$ cat src/rtl/opt_rx_pkg.sv
package opt_rx_pkg;

    typedef enum logic [2:0] {
        ST_LOAD    = 3'd0,
        ST_STBY    = 3'd1,
        ST_OSC     = 3'd2,
        ST_LEAD_PL = 3'd3,
        ST_LEAD_RF = 3'd4,
        ST_LEAD_Q1 = 3'd5,
        ST_LEAD_Q2 = 3'd6,
        ST_RUN     = 3'd7
    } seq_state_e;

    // Decoded option fields
    typedef struct packed {
        logic pl_pol;
        logic rf_pol;
        logic q1_pol;
        logic q2_pol;
        logic aux_gate;
        logic sel_pl;
        logic sel_rf;
        logic sel_q1;
        logic sel_q2;
    } opt_fields_t;

    // Logical (polarity-free) enable state
    typedef struct packed {
        logic pl;
        logic rf;
        logic q1;
        logic q2;
    } en_vec_t;

    // Pin level from logical activity and active level (1 = active-high)
    function automatic logic drive_level(input logic act, input logic pol);
        return ~(act ^ pol);
    endfunction

    function automatic int unsigned max2(input int unsigned a, input int unsigned b);
        return (a > b) ? a : b;
    endfunction

endpackage

$ cat src/rtl/opt_rx_sync.sv
module opt_rx_sync #(
    parameter int W = 1
) (
    input  logic         clk,
    input  logic         rst,
    input  logic [W-1:0] d_async,
    output logic [W-1:0] d_sync
);
    logic [W-1:0] stage1_q;
    logic [W-1:0] stage2_q;

    always_ff @(posedge clk) begin
        if (rst) begin
            stage1_q <= '0;
            stage2_q <= '0;
        end else begin
            stage1_q <= d_async;
            stage2_q <= stage1_q;
        end
    end

    assign d_sync = stage2_q;
endmodule

$ cat src/rtl/opt_rx_shift.sv
module opt_rx_shift #(
    parameter int OPT_BITS = 192
) (
    input  logic                clk,
    input  logic                rst,
    input  logic                sclk_s,
    input  logic                sdat_s,
    output logic [OPT_BITS-1:0] opt_q,
    output logic                done
);
    localparam int CNTW = $clog2(OPT_BITS + 1);
    localparam logic [CNTW-1:0] LAST = CNTW'(OPT_BITS);

    logic            sclk_d;
    logic            sclk_rise;
    logic [CNTW-1:0] bit_cnt;

    assign sclk_rise = sclk_s & ~sclk_d;
    assign done      = (bit_cnt == LAST);

    always_ff @(posedge clk) begin
        if (rst) begin
            sclk_d  <= 1'b0;
            bit_cnt <= '0;
            opt_q   <= '0;
        end else begin
            sclk_d <= sclk_s;
            if (sclk_rise && !done) begin
                // newest bit enters at the top; first bit ends at index 0
                opt_q   <= {sdat_s, opt_q[OPT_BITS-1:1]};
                bit_cnt <= bit_cnt + 1'b1;
            end
        end
    end
endmodule

$ cat src/rtl/opt_rx_ctl.sv
module opt_rx_ctl
    import opt_rx_pkg::*;
#(
    parameter int unsigned LEAD_PL_A = 16,
    parameter int unsigned LEAD_PL_B = 64,
    parameter int unsigned LEAD_RF_A = 8,
    parameter int unsigned LEAD_RF_B = 32,
    parameter int unsigned LEAD_Q1_A = 4,
    parameter int unsigned LEAD_Q1_B = 24,
    parameter int unsigned LEAD_Q2_A = 4,
    parameter int unsigned LEAD_Q2_B = 40
) (
    input  logic        clk,
    input  logic        rst,
    input  logic        load_done,
    input  logic        run_s,
    input  logic        osc_s,
    input  opt_fields_t fld,
    output logic        osc_en,
    output en_vec_t     act
);
    localparam int unsigned MAXL = max2(max2(max2(LEAD_PL_A, LEAD_PL_B), max2(LEAD_RF_A, LEAD_RF_B)),
                                        max2(max2(LEAD_Q1_A, LEAD_Q1_B), max2(LEAD_Q2_A, LEAD_Q2_B)));
    localparam int CW = $clog2(MAXL + 1);

    seq_state_e      state_q, state_d;
    logic [CW-1:0]   cnt_q, cnt_d;
    logic [CW-1:0]   lead_now;
    logic            in_lead;

    always_comb begin
        unique case (state_q)
            ST_LEAD_PL: lead_now = fld.sel_pl ? CW'(LEAD_PL_B) : CW'(LEAD_PL_A);
            ST_LEAD_RF: lead_now = fld.sel_rf ? CW'(LEAD_RF_B) : CW'(LEAD_RF_A);
            ST_LEAD_Q1: lead_now = fld.sel_q1 ? CW'(LEAD_Q1_B) : CW'(LEAD_Q1_A);
            ST_LEAD_Q2: lead_now = fld.sel_q2 ? CW'(LEAD_Q2_B) : CW'(LEAD_Q2_A);
            default:    lead_now = CW'(1);
        endcase
    end

    assign in_lead = (state_q >= ST_LEAD_PL) && (state_q <= ST_LEAD_Q2);

    always_comb begin
        state_d = state_q;
        cnt_d   = cnt_q;
        unique case (state_q)
            ST_LOAD: begin
                if (load_done) state_d = run_s ? ST_OSC : ST_STBY;
            end
            ST_STBY: begin
                if (run_s) state_d = ST_OSC;
            end
            ST_OSC: begin
                if (osc_s) begin
                    state_d = ST_LEAD_PL;
                    cnt_d   = '0;
                end
            end
            ST_RUN: ;
            default: begin
                if (in_lead) begin
                    if (cnt_q == lead_now - 1'b1) begin
                        state_d = seq_state_e'(state_q + 3'd1);
                        cnt_d   = '0;
                    end else begin
                        cnt_d = cnt_q + 1'b1;
                    end
                end
            end
        endcase
        // run request low aborts any active phase
        if (state_q != ST_LOAD && state_q != ST_STBY && !run_s) begin
            state_d = ST_STBY;
            cnt_d   = '0;
        end
    end

    always_ff @(posedge clk) begin
        if (rst) begin
            state_q <= ST_LOAD;
            cnt_q   <= '0;
        end else begin
            state_q <= state_d;
            cnt_q   <= cnt_d;
        end
    end

    assign osc_en = (state_q >= ST_OSC);
    assign act.pl = (state_q >= ST_LEAD_RF);
    assign act.rf = (state_q >= ST_LEAD_Q1);
    assign act.q1 = (state_q >= ST_LEAD_Q2);
    assign act.q2 = (state_q == ST_RUN);
endmodule

$ cat src/rtl/opt_rx_seq.sv
module opt_rx_seq
    import opt_rx_pkg::*;
#(
    parameter int          OPT_BITS   = 192,
    parameter int          POS_RF_POL = 0,
    parameter int          POS_PL_POL = 1,
    parameter int          POS_Q1_POL = 2,
    parameter int          POS_Q2_POL = 3,
    parameter int          POS_AUX    = 4,
    parameter int          POS_SEL_PL = 5,
    parameter int          POS_SEL_RF = 6,
    parameter int          POS_SEL_Q1 = 7,
    parameter int          POS_SEL_Q2 = 8,
    parameter int unsigned LEAD_PL_A  = 16,
    parameter int unsigned LEAD_PL_B  = 64,
    parameter int unsigned LEAD_RF_A  = 8,
    parameter int unsigned LEAD_RF_B  = 32,
    parameter int unsigned LEAD_Q1_A  = 4,
    parameter int unsigned LEAD_Q1_B  = 24,
    parameter int unsigned LEAD_Q2_A  = 4,
    parameter int unsigned LEAD_Q2_B  = 40
) (
    input  logic                clk,
    input  logic                rst,
    input  logic                ser_clk,
    input  logic                ser_data,
    input  logic                run_req,
    input  logic                osc_ready,
    output logic                osc_en,
    output logic                load_done,
    output logic [OPT_BITS-1:0] opt_reg,
    output logic                pll_en,
    output logic                rf_en,
    output logic                dmd1_en,
    output logic                dmd2_en,
    output logic                aux_a,
    output logic                aux_b
);
    localparam int NSYNC = 4;

    logic [NSYNC-1:0] raw_in, sync_out;
    logic             sclk_s, sdat_s, run_s, osc_s;
    logic             osc_req;
    opt_fields_t      fld;
    en_vec_t          act;

    assign raw_in = {osc_ready, run_req, ser_data, ser_clk};
    assign {osc_s, run_s, sdat_s, sclk_s} = sync_out;

    opt_rx_sync #(.W(NSYNC)) sync_i (
        .clk     (clk),
        .rst     (rst),
        .d_async (raw_in),
        .d_sync  (sync_out)
    );

    opt_rx_shift #(.OPT_BITS(OPT_BITS)) shift_i (
        .clk    (clk),
        .rst    (rst),
        .sclk_s (sclk_s),
        .sdat_s (sdat_s),
        .opt_q  (opt_reg),
        .done   (load_done)
    );

    assign fld.pl_pol   = opt_reg[POS_PL_POL];
    assign fld.rf_pol   = opt_reg[POS_RF_POL];
    assign fld.q1_pol   = opt_reg[POS_Q1_POL];
    assign fld.q2_pol   = opt_reg[POS_Q2_POL];
    assign fld.aux_gate = opt_reg[POS_AUX];
    assign fld.sel_pl   = opt_reg[POS_SEL_PL];
    assign fld.sel_rf   = opt_reg[POS_SEL_RF];
    assign fld.sel_q1   = opt_reg[POS_SEL_Q1];
    assign fld.sel_q2   = opt_reg[POS_SEL_Q2];

    opt_rx_ctl #(
        .LEAD_PL_A(LEAD_PL_A), .LEAD_PL_B(LEAD_PL_B),
        .LEAD_RF_A(LEAD_RF_A), .LEAD_RF_B(LEAD_RF_B),
        .LEAD_Q1_A(LEAD_Q1_A), .LEAD_Q1_B(LEAD_Q1_B),
        .LEAD_Q2_A(LEAD_Q2_A), .LEAD_Q2_B(LEAD_Q2_B)
    ) ctl_i (
        .clk       (clk),
        .rst       (rst),
        .load_done (load_done),
        .run_s     (run_s),
        .osc_s     (osc_s),
        .fld       (fld),
        .osc_en    (osc_req),
        .act       (act)
    );

    // Output stage: all low until the option word is complete
    assign osc_en  = load_done & osc_req;
    assign pll_en  = load_done & drive_level(act.pl, fld.pl_pol);
    assign rf_en   = load_done & drive_level(act.rf, fld.rf_pol);
    assign dmd1_en = load_done & drive_level(act.q1, fld.q1_pol);
    assign dmd2_en = load_done & drive_level(act.q2, fld.q2_pol);
    assign aux_a   = load_done & fld.aux_gate & act.q1;
    assign aux_b   = load_done & fld.aux_gate & ~dmd2_en;
endmodule

$ cat config.mk
export PLATFORM = sky130hd
export DESIGN_NAME = opt_rx_seq
export DESIGN_NICKNAME = d
export VERILOG_FILES = /design/src/rtl/opt_rx_pkg.sv /design/src/rtl/opt_rx_sync.sv /design/src/rtl/opt_rx_shift.sv /design/src/rtl/opt_rx_ctl.sv /design/src/rtl/opt_rx_seq.sv
export SDC_FILE = /design/constraint.sdc
export NUM_CORES = 1
export LEC_CHECK = 0
export BUFFER_PORTS_ARGS = -buffer_cell sky130_fd_sc_hd__buf_2
export CORE_MARGIN = 2
export CORE_UTILIZATION = 53
export DETAILED_ROUTE_END_ITERATION = 10
export PLACE_DENSITY = 0.8
export SLEW_MARGIN = 0
export SYNTH_ARGS = -nofsm -noshare
export SYNTH_HDL_FRONTEND = slang
export SYNTH_SLANG_ARGS = --single-unit
$ cat constraint.sdc
create_clock -name clk -period 3.8 [get_ports clk]
set_input_delay 0.57 -clock clk [delete_from_list [all_inputs] [get_ports clk]]
set_output_delay 0.57 -clock clk [all_outputs]
set_load 0.03 [all_outputs]
==> flow_metrics.py, run 1 <==
metrics = {
    "global_route": {
        "first_global_vias": 6578,
        "grt_max_degree": 119,
        "antenna_found_initial": 0,
        "grt_pass1_wl_um": 31800,
        "grt.total_usage": 0.227,
        "grt_overflow": 0,
    },
    "critical_path": {
        "reg2reg_from": "ctl_i.state_q[0]$_SDFFE_PP0P_",
        "cpLargestDelayFamily": "compound AO/OA/AOI/OAI gates",
        "path_class": "reg2reg",
        "worst-path-buf-inv": 1,
        "cp-end-kind": "flop",
        "max_stage_delay_ns": 0.61,
        "crit_chain": "ha_1, ha_1, inv_1, o41ai_1, o22ai_1, nand3b_4, a31oi_1, o32a_1, o221a_1",
        "critPathMaxFanout": 12,
        "cpMaxStageDelayCell": "o41ai_1",
        "r2r_cells": 9,
        "worst_path_most_repeated_cell": "ha_1",
        "regToRegSetupSlack_ns": 0.52,
        "crit_required_ns": 4.18,
        "cp-start-kind": "flop",
        "reg2reg_to": "ctl_i.state_q[2]$_SDFFE_PP0P_",
        "cp.arrival_ns": 3.66,
    },
    "drt": {
        "vias_per_cell": 5.31,
        "wl_met3_um": 1460,
        "drt-met1-wl_um": 8430,
        "drt_iter0_markers": 532,
        "first_pass_iters": 5,
        "route.met2.wl_um": 9230,
        "drc_errors": 0,
        "routedWlPerCell_um": 13.8,
        "wl_um": 19600,
        "vias": 7536,
        "top_layer_used": "met4",
        "ant_nets": 0,
    },
    "logic_synthesis": {
        "synth_top_area_share": 0.530,
        "yosysWarnings": 0,
        "synth-async-reset-ratio": 0,
        "synth_fp_nets": 1068,
        "synth_flop_cell": "dfxtp_1",
        "syn_avg_cell_area_sq_um": 7.85,
        "syn_area_sq_um": 8280,
        "synthCells": 1054,
        "yosys-top-cells-area": "dfxtp_1, nand2_1, a21oi_1, clkbuf_1, nor2_1",
        "ys_seq_area_frac": 0.530,
        "ys_types": 58,
        "synth_top_area_cell": "dfxtp_1",
        "synth_edf_count": 0,
        "yosys_register_bits": 219,
    },
    "finish": {
        "regArea_sq_um": 4380,
        "diodes": 0,
        "fin_area_sq_um": 10100,
        "layout-drive-gt1-share": 0.211,
        "fin_util": 0.663,
        "fin_nets": 1231,
        "fillers": 1331,
        "syn2layout_area_growth_pct": 21.8,
        "multi_input_area_sq_um": 3570,
    },
    "floorplan": {
        "fp.coreArea_sq_um": 15200,
        "io_pins": 206,
        "rows": 45,
        "initial_core_util": 0.544,
        "fp.dieH_um": 129,
        "die_w_um": 129,
        "dieArea_sq_um": 16600,
    },
    "clock_tree": {
        "cts_setup_buffers": 0,
        "path_clk_slew_ns": 0.06,
        "post_cts_resized": 0,
        "clk_latency_ns": 0.49,
        "htreeDepth": 1,
        "clk_path_buf_depth": 3,
        "cts_tree": "yes",
        "hold_buffers": 0,
        "cts_buffers": 23,
        "clockRootBuffer": "clkbuf_16",
        "cts.sinks": 219,
    },
    "place": {
        "routabilityCongestion": 0.839,
        "dp_slack_ns": 0.609,
        "io_buffers": 205,
        "dp_hpwl_um": 12400,
        "placed_area_sq_um": 9350,
    },
    "hold_path": {
        "min_path_type": "in2reg",
        "hp-start": "osc_ready",
        "whs_path_depth": 2,
        "holdPathEnd": "sync_i.stage1_q[3]$_SDFF_PP0_",
    },
    "job": {
        "maxCapViolations": 0,
    },
    "sta": {
        "skew_ns": 0.00676,
        "period_needed_ns": 3.28,
        "rsz0062_at_grt": "false",
        "fin_crit_sh": 0.862,
        "hold_viol_final": 0,
        "setup_viol": 0,
        "clock.fmax_ghz": 0.305,
        "slew_violations": 0,
        "fin_ws_ns": 0.525,
        "tns_ns": 0,
        "slew_headroom": 0.440,
        "tightest_slew_ns": 0.841,
    },
    "pwr": {
        "ir_drop_uv": 364,
        "p_leak_uw": 0.00412,
        "power_density_nw_per_um2": 497,
    },
    "outcome": {
        "status": "finished clean",
    },
}
==> where the power goes <==
part / switching (uW) / total (uW) / internal, uW
clock network: 886 / 2130 / 1240
logic: 352 / 541 / 189
registers: 23.1 / 2340 / 2310
total: 1260 / 5010 / 3750
==> worst register-to-register path, stage by stage (launching register included) <==
cell and delay, ns:
dfxtp_1 0.58, ha_1 0.29, ha_1 0.41, inv_1 0.15
o41ai_1 0.61, o22ai_1 0.23, nand3b_4 0.15, a31oi_1 0.11
o32a_1 0.39, o221a_1 0.25
==> worst max-delay path by stage <==
| stage | endpoint | startpoint | cells after the start |
|---|---|---|---|
| detailed placement | ctl_i.state_q[2]$_SDFFE_PP0P_ | ctl_i.state_q[0]$_SDFFE_PP0P_ | 9 |
| floorplan | ctl_i.state_q[2]$_SDFFE_PP0P_ | ctl_i.state_q[1]$_SDFFE_PP0P_ | 11 |
| global route | ctl_i.state_q[2]$_SDFFE_PP0P_ | ctl_i.state_q[0]$_SDFFE_PP0P_ | 9 |
| CTS | ctl_i.state_q[2]$_SDFFE_PP0P_ | ctl_i.state_q[0]$_SDFFE_PP0P_ | 9 |
| finish | ctl_i.state_q[2]$_SDFFE_PP0P_ | ctl_i.state_q[0]$_SDFFE_PP0P_ | 9 |
| global placement | ctl_i.state_q[2]$_SDFFE_PP0P_ | ctl_i.state_q[0]$_SDFFE_PP0P_ | 9 |
==> kinds of logic after synthesis <==
logic type                 after synthesis  share of synthesized area
AOI/OAI and AO/OA                      234                      0.153
xor gates and xnor gates                18                     0.0191
adders and majority gates                8                     0.0121
buffers and inverters                   86                     0.0405
DFF                                    219                      0.530
muxes                                    4                    0.00499
and+or+nand+nor                        485                      0.241
==> through the flow <==
step	instances	hold WS (ns)	total power, uW
2_1_floorplan	1054	0.414	2820
3_3_place_gp	1380	0.418	2910
3_5_place_dp	1380	0.420	2920
4_1_cts	1420	0.281	5040
5_1_grt	1420	0.287	5220
6_report	1420	0.292	5010
==> layout make-up <==
| class | instances | area share |
|---|---|---|
| clock inverter | 12 | 0.0105 |
| multi-input combinational | 749 | 0.355 |
| sequential | 219 | 0.435 |
| tap | 188 | 0.0233 |
| inverter | 11 | 0.00409 |
| clock buffer | 28 | 0.0619 |
| timing repair buffer | 213 | 0.111 |
==> layer usage <==
| metal | global-route usage | vias to the layer above |
|---|---|---|
| li1 | - | 3767 |
| met1 | 0.297 | 3489 |
| met2 | 0.368 | 241 |
| met3 | 0.0611 | 39 |
| met4 | 0.0716 | 0 |
| met5 | 0 | - |
==> sequential cells by signal, indices dropped and copies added (netlist names) <==
name	cells
ctl_i.cnt_q	7
ctl_i.state_q	3
shift_i.bit_cnt	8
shift_i.opt_q	192
shift_i.sclk_d	1
sync_i.d_sync	4
sync_i.stage1_q	4
==> cells in the final DEF (no fill, tap or decap), drive strengths merged, types with 2 or more instances in the layout <==
cell	count
xor2	8
a21oi	203
o21ai	5
nor2	33
and3b	3
nor2b	12
nand3b	3
inv	11
ha	8
dfxtp	219
o211ai	2
mux2i	3
a21boi	2
nand2	400
clkinv	10
nand3	7
xnor2	10
nor4	5
clkbuf	28
nand2b	5
a211o	2
a32oi	2
nand4	4
buf	213
nor3	3
a2111oi	2
a21bo	2
==> synthesized netlist by cell type, drive strengths merged (2+ instances only) <==
master,n
ha,8
a32oi,2
o21ai,5
mux2i,3
nand3,7
nor2b,12
a21boi,2
nor3,3
and3b,3
nand4,4
nor4,5
a2111oi,2
xor2,8
a21oi,203
a211o,2
dfxtp,219
xnor2,10
nand2,400
buf,12
nor2,33
clkbuf,63
o211ai,2
a21bo,2
nand3b,3
inv,11
nand2b,5
Note: power is estimated with default switching activity, not from simulation.
==> run 2, diff against run 1 <==
--- a/config.mk
+++ b/config.mk
@@ -7,10 +7,9 @@
 export LEC_CHECK = 0
 export BUFFER_PORTS_ARGS = -buffer_cell sky130_fd_sc_hd__buf_2
 export CORE_MARGIN = 2
-export CORE_UTILIZATION = 53
+export CORE_UTILIZATION = 57
 export DETAILED_ROUTE_END_ITERATION = 10
-export PLACE_DENSITY = 0.8
-export SLEW_MARGIN = 0
+export PLACE_DENSITY = 0.85
 export SYNTH_ARGS = -nofsm -noshare
 export SYNTH_HDL_FRONTEND = slang
 export SYNTH_SLANG_ARGS = --single-unit
==> constraint.sdc (replaced) <==
create_clock -name clk -period 4.2 [get_ports clk]
set_input_delay 0.84 -clock clk [delete_from_list [all_inputs] [get_ports clk]]
set_output_delay 0.84 -clock clk [all_outputs]
set_load 0.03 [all_outputs]
==> flow_metrics.py, run 2 (synthesis results as in run 1) <==
metrics = {
    "outcome": {
        "status": "finished clean",
    },
    "clock_tree": {
        "post_cts_resized": 0,
        "cts_tree": "yes",
        "clk_latency_ns": 0.49,
        "cts_buffers": 23,
        "cts.sinks": 219,
        "cts_setup_buffers": 0,
        "htreeDepth": 1,
        "clk_path_buf_depth": 3,
        "hold_buffers": 0,
        "clockRootBuffer": "clkbuf_16",
        "path_clk_slew_ns": 0.06,
    },
    "place": {
        "io_buffers": 205,
        "post-place-cells": 1376,
        "placed_area_sq_um": 9350,
        "dp_hpwl_um": 12300,
        "routabilityCongestion": 0.869,
    },
    "floorplan": {
        "fp.dieH_um": 124,
        "die_w_um": 124,
        "rows": 44,
        "fp.coreArea_sq_um": 14400,
        "dieArea_sq_um": 15500,
        "io_pins": 206,
        "initial_core_util": 0.576,
    },
    "hold_path": {
        "min_path_type": "reg2reg",
    },
    "critical_path": {
        "worst_path_most_repeated_cell": "ha_1",
        "crit_chain": "ha_1, ha_1, inv_1, o41ai_1, o22ai_1, nand3b_4, a31oi_1, o32a_1, o221a_1",
        "cpMaxStageDelayCell": "dfxtp_1",
        "cp-end-kind": "flop",
        "cp.arrival_ns": 3.75,
        "max_stage_delay_ns": 0.67,
        "cp-start-kind": "flop",
        "critPathMaxFanout": 17,
        "crit_required_ns": 4.58,
        "path_class": "reg2reg",
    },
    "pwr": {
        "p_leak_uw": 0.00417,
        "power_uw": 4790,
        "ir_drop_uv": 387,
        "power_density_nw_per_um2": 470,
    },
    "finish": {
        "fin_cells": 1417,
        "fin_nets": 1231,
        "fin_area_sq_um": 10200,
        "final_cell_mix": "nand2_1, dfxtp_1, buf_2, a21oi_1, nor2_1",
        "syn2layout_area_growth_pct": 23.1,
        "top_register": "shift_i.opt_q",
        "diodes": 0,
        "layout_commonest_cell": "nand2_1",
        "fin_util": 0.709,
        "largest_register_ffs": 192,
        "reg.largest.list": "shift_i.opt_q: 192 flops, shift_i.bit_cnt: 8 flops, ctl_i.cnt_q: 7 flops",
        "layout-drive-gt1-share": 0.211,
    },
    "global_route": {
        "grt_max_degree": 149,
        "grt.total_usage": 0.239,
        "grt_overflow": 0,
        "antenna_found_initial": 0,
        "first_global_vias": 6743,
        "grt_pass1_wl_um": 32100,
    },
    "drt": {
        "routedWlPerCell_um": 13.5,
        "ant_nets": 0,
        "vias": 7498,
        "wl_um": 19200,
        "first_pass_iters": 5,
        "vias_per_cell": 5.29,
        "drt_iter0_markers": 534,
        "drc_errors": 0,
    },
    "job": {
        "maxCapViolations": 0,
    },
    "sta": {
        "rsz0062_at_grt": "false",
        "period_needed_ns": 3.37,
        "slew_violations": 0,
        "skew_ns": 0.0107,
        "slew_headroom": 0.538,
        "tns_ns": 0,
        "setup_viol": 0,
        "fin_crit_sh": 0.802,
        "tightest_slew_ns": 0.693,
        "hold_viol_final": 0,
        "clock.fmax_ghz": 0.297,
    },
}
[run 2: cell count changes in the layout (fill, tap and decap cells not counted), sizes merged]
| cell | previous run | this run |
|---|---|---|
| clkinvlp | 1 | 0 |
| clkbuf | 28 | 31 |
| bufinv | 1 | 5 |
| inv | 11 | 13 |
| clkinv | 10 | 3 |
[run 2: path summary, 6_finish.rpt]
path / start / endpoint / slack [ns] / cells past startpoint
max: ctl_i.state_q[1]$_SDFFE_PP0P_ / ctl_i.state_q[2]$_SDFFE_PP0P_ / 0.83 / 9
min: sync_i.d_sync[1]$_SDFF_PP0_ / shift_i.opt_q[191]$_SDFFE_PP0P_ / 0.44 / 2
max reg2reg: ctl_i.state_q[1]$_SDFFE_PP0P_ / ctl_i.state_q[2]$_SDFFE_PP0P_ / 0.83 / 9
min reg2reg: sync_i.d_sync[1]$_SDFF_PP0_ / shift_i.opt_q[191]$_SDFFE_PP0P_ / 0.44 / 2
[run 2: routing by layer]
metal,global-route usage,wire length (um),vias up
met4,0.0793,587,0
met2,0.384,9050,245
li1,-,-,3768
met5,0,0,-
met1,0.316,8190,3436
met3,0.0584,1330,49
[run 2: worst max-delay path, delay by kind of cell, from the launching register on]
family                   cells  cell delay (ns)
buffers and inverters        1             0.14
AND/OR/NAND/NOR              1             0.14
AO/OA/AOI/OAI                5             1.59
flip-flops                   1             0.67
adder cells (fa/ha/maj)      2             0.72
[run 2: stage by stage]
step	hold slack, ns	worst slack [ns]
detailed placement	0.424	0.979
global route	0.448	0.570
CTS	0.435	0.893
finish	0.437	0.830
global placement	0.418	1.05
floorplan	0.414	1.38
[run 2: cell type report]
class / count / area (sq um)
clock buffers: 31 / 656
clock inverters: 10 / 185
fillers: 1160 / 4180
inverters: 11 / 41.3
multi-input cells: 749 / 3570
flip-flops and latches: 219 / 4380
well taps: 184 / 230
repair buffers: 213 / 1120
[run 2: where the power goes]
group / switching, uW / total, uW / internal [uW]
clock network: 787 / 2190 / 1400
logic: 304 / 470 / 166
registers: 37.4 / 2130 / 2090
total: 1130 / 4790 / 3660
==> run 3, diff against run 2 <==
--- a/config.mk
+++ b/config.mk
@@ -7,9 +7,9 @@
 export LEC_CHECK = 0
 export BUFFER_PORTS_ARGS = -buffer_cell sky130_fd_sc_hd__buf_2
 export CORE_MARGIN = 2
-export CORE_UTILIZATION = 57
+export CORE_UTILIZATION = 53
 export DETAILED_ROUTE_END_ITERATION = 10
-export PLACE_DENSITY = 0.85
+export PLACE_DENSITY = 0.8
 export SYNTH_ARGS = -nofsm -noshare
 export SYNTH_HDL_FRONTEND = slang
 export SYNTH_SLANG_ARGS = --single-unit
==> constraint.sdc (replaced) <==
create_clock -name clk -period 3.4 [get_ports clk]
set_input_delay 0.68 -clock clk [delete_from_list [all_inputs] [get_ports clk]]
set_output_delay 0.68 -clock clk [all_outputs]
set_load 0.03 [all_outputs]
==> flow_metrics.py, run 3 (synthesis results as in run 1) <==
metrics = {
    "clock_tree": {
        "cts_tree": "yes",
        "clockRootBuffer": "clkbuf_16",
        "hold_buffers": 0,
        "post_cts_resized": 0,
        "cts.sinks": 219,
        "path_clk_slew_ns": 0.06,
        "cts_setup_buffers": 0,
        "cts_buffers": 23,
        "clk_latency_ns": 0.50,
        "htreeDepth": 1,
        "clk_path_buf_depth": 3,
    },
    "finish": {
        "fin_nets": 1232,
        "fillers": 1310,
        "fin_util": 0.669,
        "final_cell_mix": "nand2_1, dfxtp_1, buf_2, a21oi_1, nor2_1",
        "multi_input_area_sq_um": 3570,
        "layout_commonest_cell": "nand2_1",
        "regArea_sq_um": 4380,
        "top_register": "shift_i.opt_q",
        "reg.largest.list": "shift_i.opt_q: 192 flops, shift_i.bit_cnt: 8 flops, ctl_i.cnt_q: 7 flops",
        "layout-drive-gt1-share": 0.213,
        "syn2layout_area_growth_pct": 22.9,
        "largest_register_ffs": 192,
        "diodes": 0,
    },
    "pwr": {
        "intPower_uw": 4440,
        "p_leak_uw": 0.00417,
        "swShare": 0.239,
        "ir_drop_uv": 326,
        "combPwrFrac": 0.102,
        "clock_power_share": 0.449,
        "power_density_nw_per_um2": 574,
        "seqPwrFrac": 0.449,
        "switching_power_uw": 1400,
    },
    "sta": {
        "slew_headroom": 0.400,
        "slew_violations": 0,
        "tightest_slew_ns": 0.900,
        "clock.fmax_ghz": 0.333,
        "skew_ns": 0.0124,
        "period_needed_ns": 3.00,
        "tns_ns": 0,
        "rsz0062_at_grt": "false",
        "hold_viol_final": 0,
        "setup_viol": 0,
        "fin_crit_sh": 0.883,
    },
    "critical_path": {
        "cp.arrival_ns": 3.39,
        "crit_chain": "inv_1, ha_1, nor2b_1, o41ai_1, o22ai_1, nand3b_4, a31oi_1, o32a_1, o221a_1",
        "cp-end-kind": "flop",
        "cp-start-kind": "flop",
        "path_class": "reg2reg",
        "cpMaxStageDelayCell": "dfxtp_1",
        "crit_required_ns": 3.79,
        "critPathMaxFanout": 12,
        "cpLargestDelayFamily": "compound AO/OA/AOI/OAI gates",
        "max_stage_delay_ns": 0.56,
        "worst-path-buf-inv": 1,
    },
    "drt": {
        "vias": 7469,
        "vias_per_cell": 5.25,
        "drt_iter0_markers": 511,
        "wl_um": 19300,
        "drc_errors": 0,
        "routedWlPerCell_um": 13.5,
        "first_pass_iters": 5,
        "ant_nets": 0,
    },
    "job": {
        "maxCapViolations": 0,
    },
    "global_route": {
        "grt_overflow": 0,
        "grt_max_degree": 159,
        "antenna_found_initial": 0,
        "grt_pass1_wl_um": 31200,
        "grt.total_usage": 0.224,
        "first_global_vias": 6514,
    },
    "hold_path": {
        "min_path_type": "in2reg",
    },
    "floorplan": {
        "fp.dieH_um": 129,
        "fp.coreArea_sq_um": 15200,
        "dieArea_sq_um": 16600,
        "initial_core_util": 0.544,
        "die_w_um": 129,
        "rows": 45,
        "io_pins": 206,
    },
    "place": {
        "io_buffers": 205,
        "dp_hpwl_um": 12000,
        "routabilityCongestion": 0.842,
    },
    "outcome": {
        "status": "finished clean",
    },
}
run 3: path summary, 6_finish.rpt:
kind / startpoint / end / slack, ns / cells after the start
worst max register to register: ctl_i.state_q[0]$_SDFFE_PP0P_ / ctl_i.state_q[2]$_SDFFE_PP0P_ / 0.40 / 9
worst max-delay path: ctl_i.state_q[0]$_SDFFE_PP0P_ / ctl_i.state_q[2]$_SDFFE_PP0P_ / 0.40 / 9
worst min-delay path: ser_clk / sync_i.stage1_q[0]$_SDFF_PP0_ / 0.39 / 2
worst min register to register: sync_i.stage1_q[3]$_SDFF_PP0_ / sync_i.d_sync[3]$_SDFF_PP0_ / 0.44 / 1
run 3: area by class of cell:
class	count	area share
Tap cell	188	0.0231
Sequential cell	219	0.431
Clock inverter	9	0.0122
Clock buffer	32	0.0678
Timing Repair Buffer	214	0.111
Multi-Input combinational cell	749	0.351
Inverter	11	0.00406
run 3: metal layers:
layer / global-route usage / share of wire / vias up
met2: 0.349 / 0.46 / 219
met3: 0.0545 / 0.066 / 38
met4: 0.0818 / 0.029 / 0
li1: - / - / 3772
met1: 0.303 / 0.44 / 3440
met5: 0 / 0 / -
run 3: stage by stage:
stage | power (uW) | area [sq um] | hold slack [ns] | setup WS (ns) | instances
6_report | 5840 | 10200 | 0.391 | 0.398 | 1422
5_1_grt | 6060 | 10200 | 0.389 | 0.146 | 1422
4_1_cts | 5880 | 10200 | 0.377 | 0.435 | 1422
3_5_place_dp | 3260 | 9360 | 0.425 | 0.478 | 1381
3_3_place_gp | 3260 | 9360 | 0.416 | 0.498 | 1381
2_1_floorplan | 3150 | 8280 | 0.414 | 0.581 | 1054
run 3: power by group through the flow:
stage	Sequential (uW)	Combinational [uW]	Clock, uW
after detailed placement	2680	581	0
after global placement	2680	583	0
after CTS	2620	586	2680
after global routing	2630	654	2780
after floorplan	2660	488	0
final	2620	592	2620
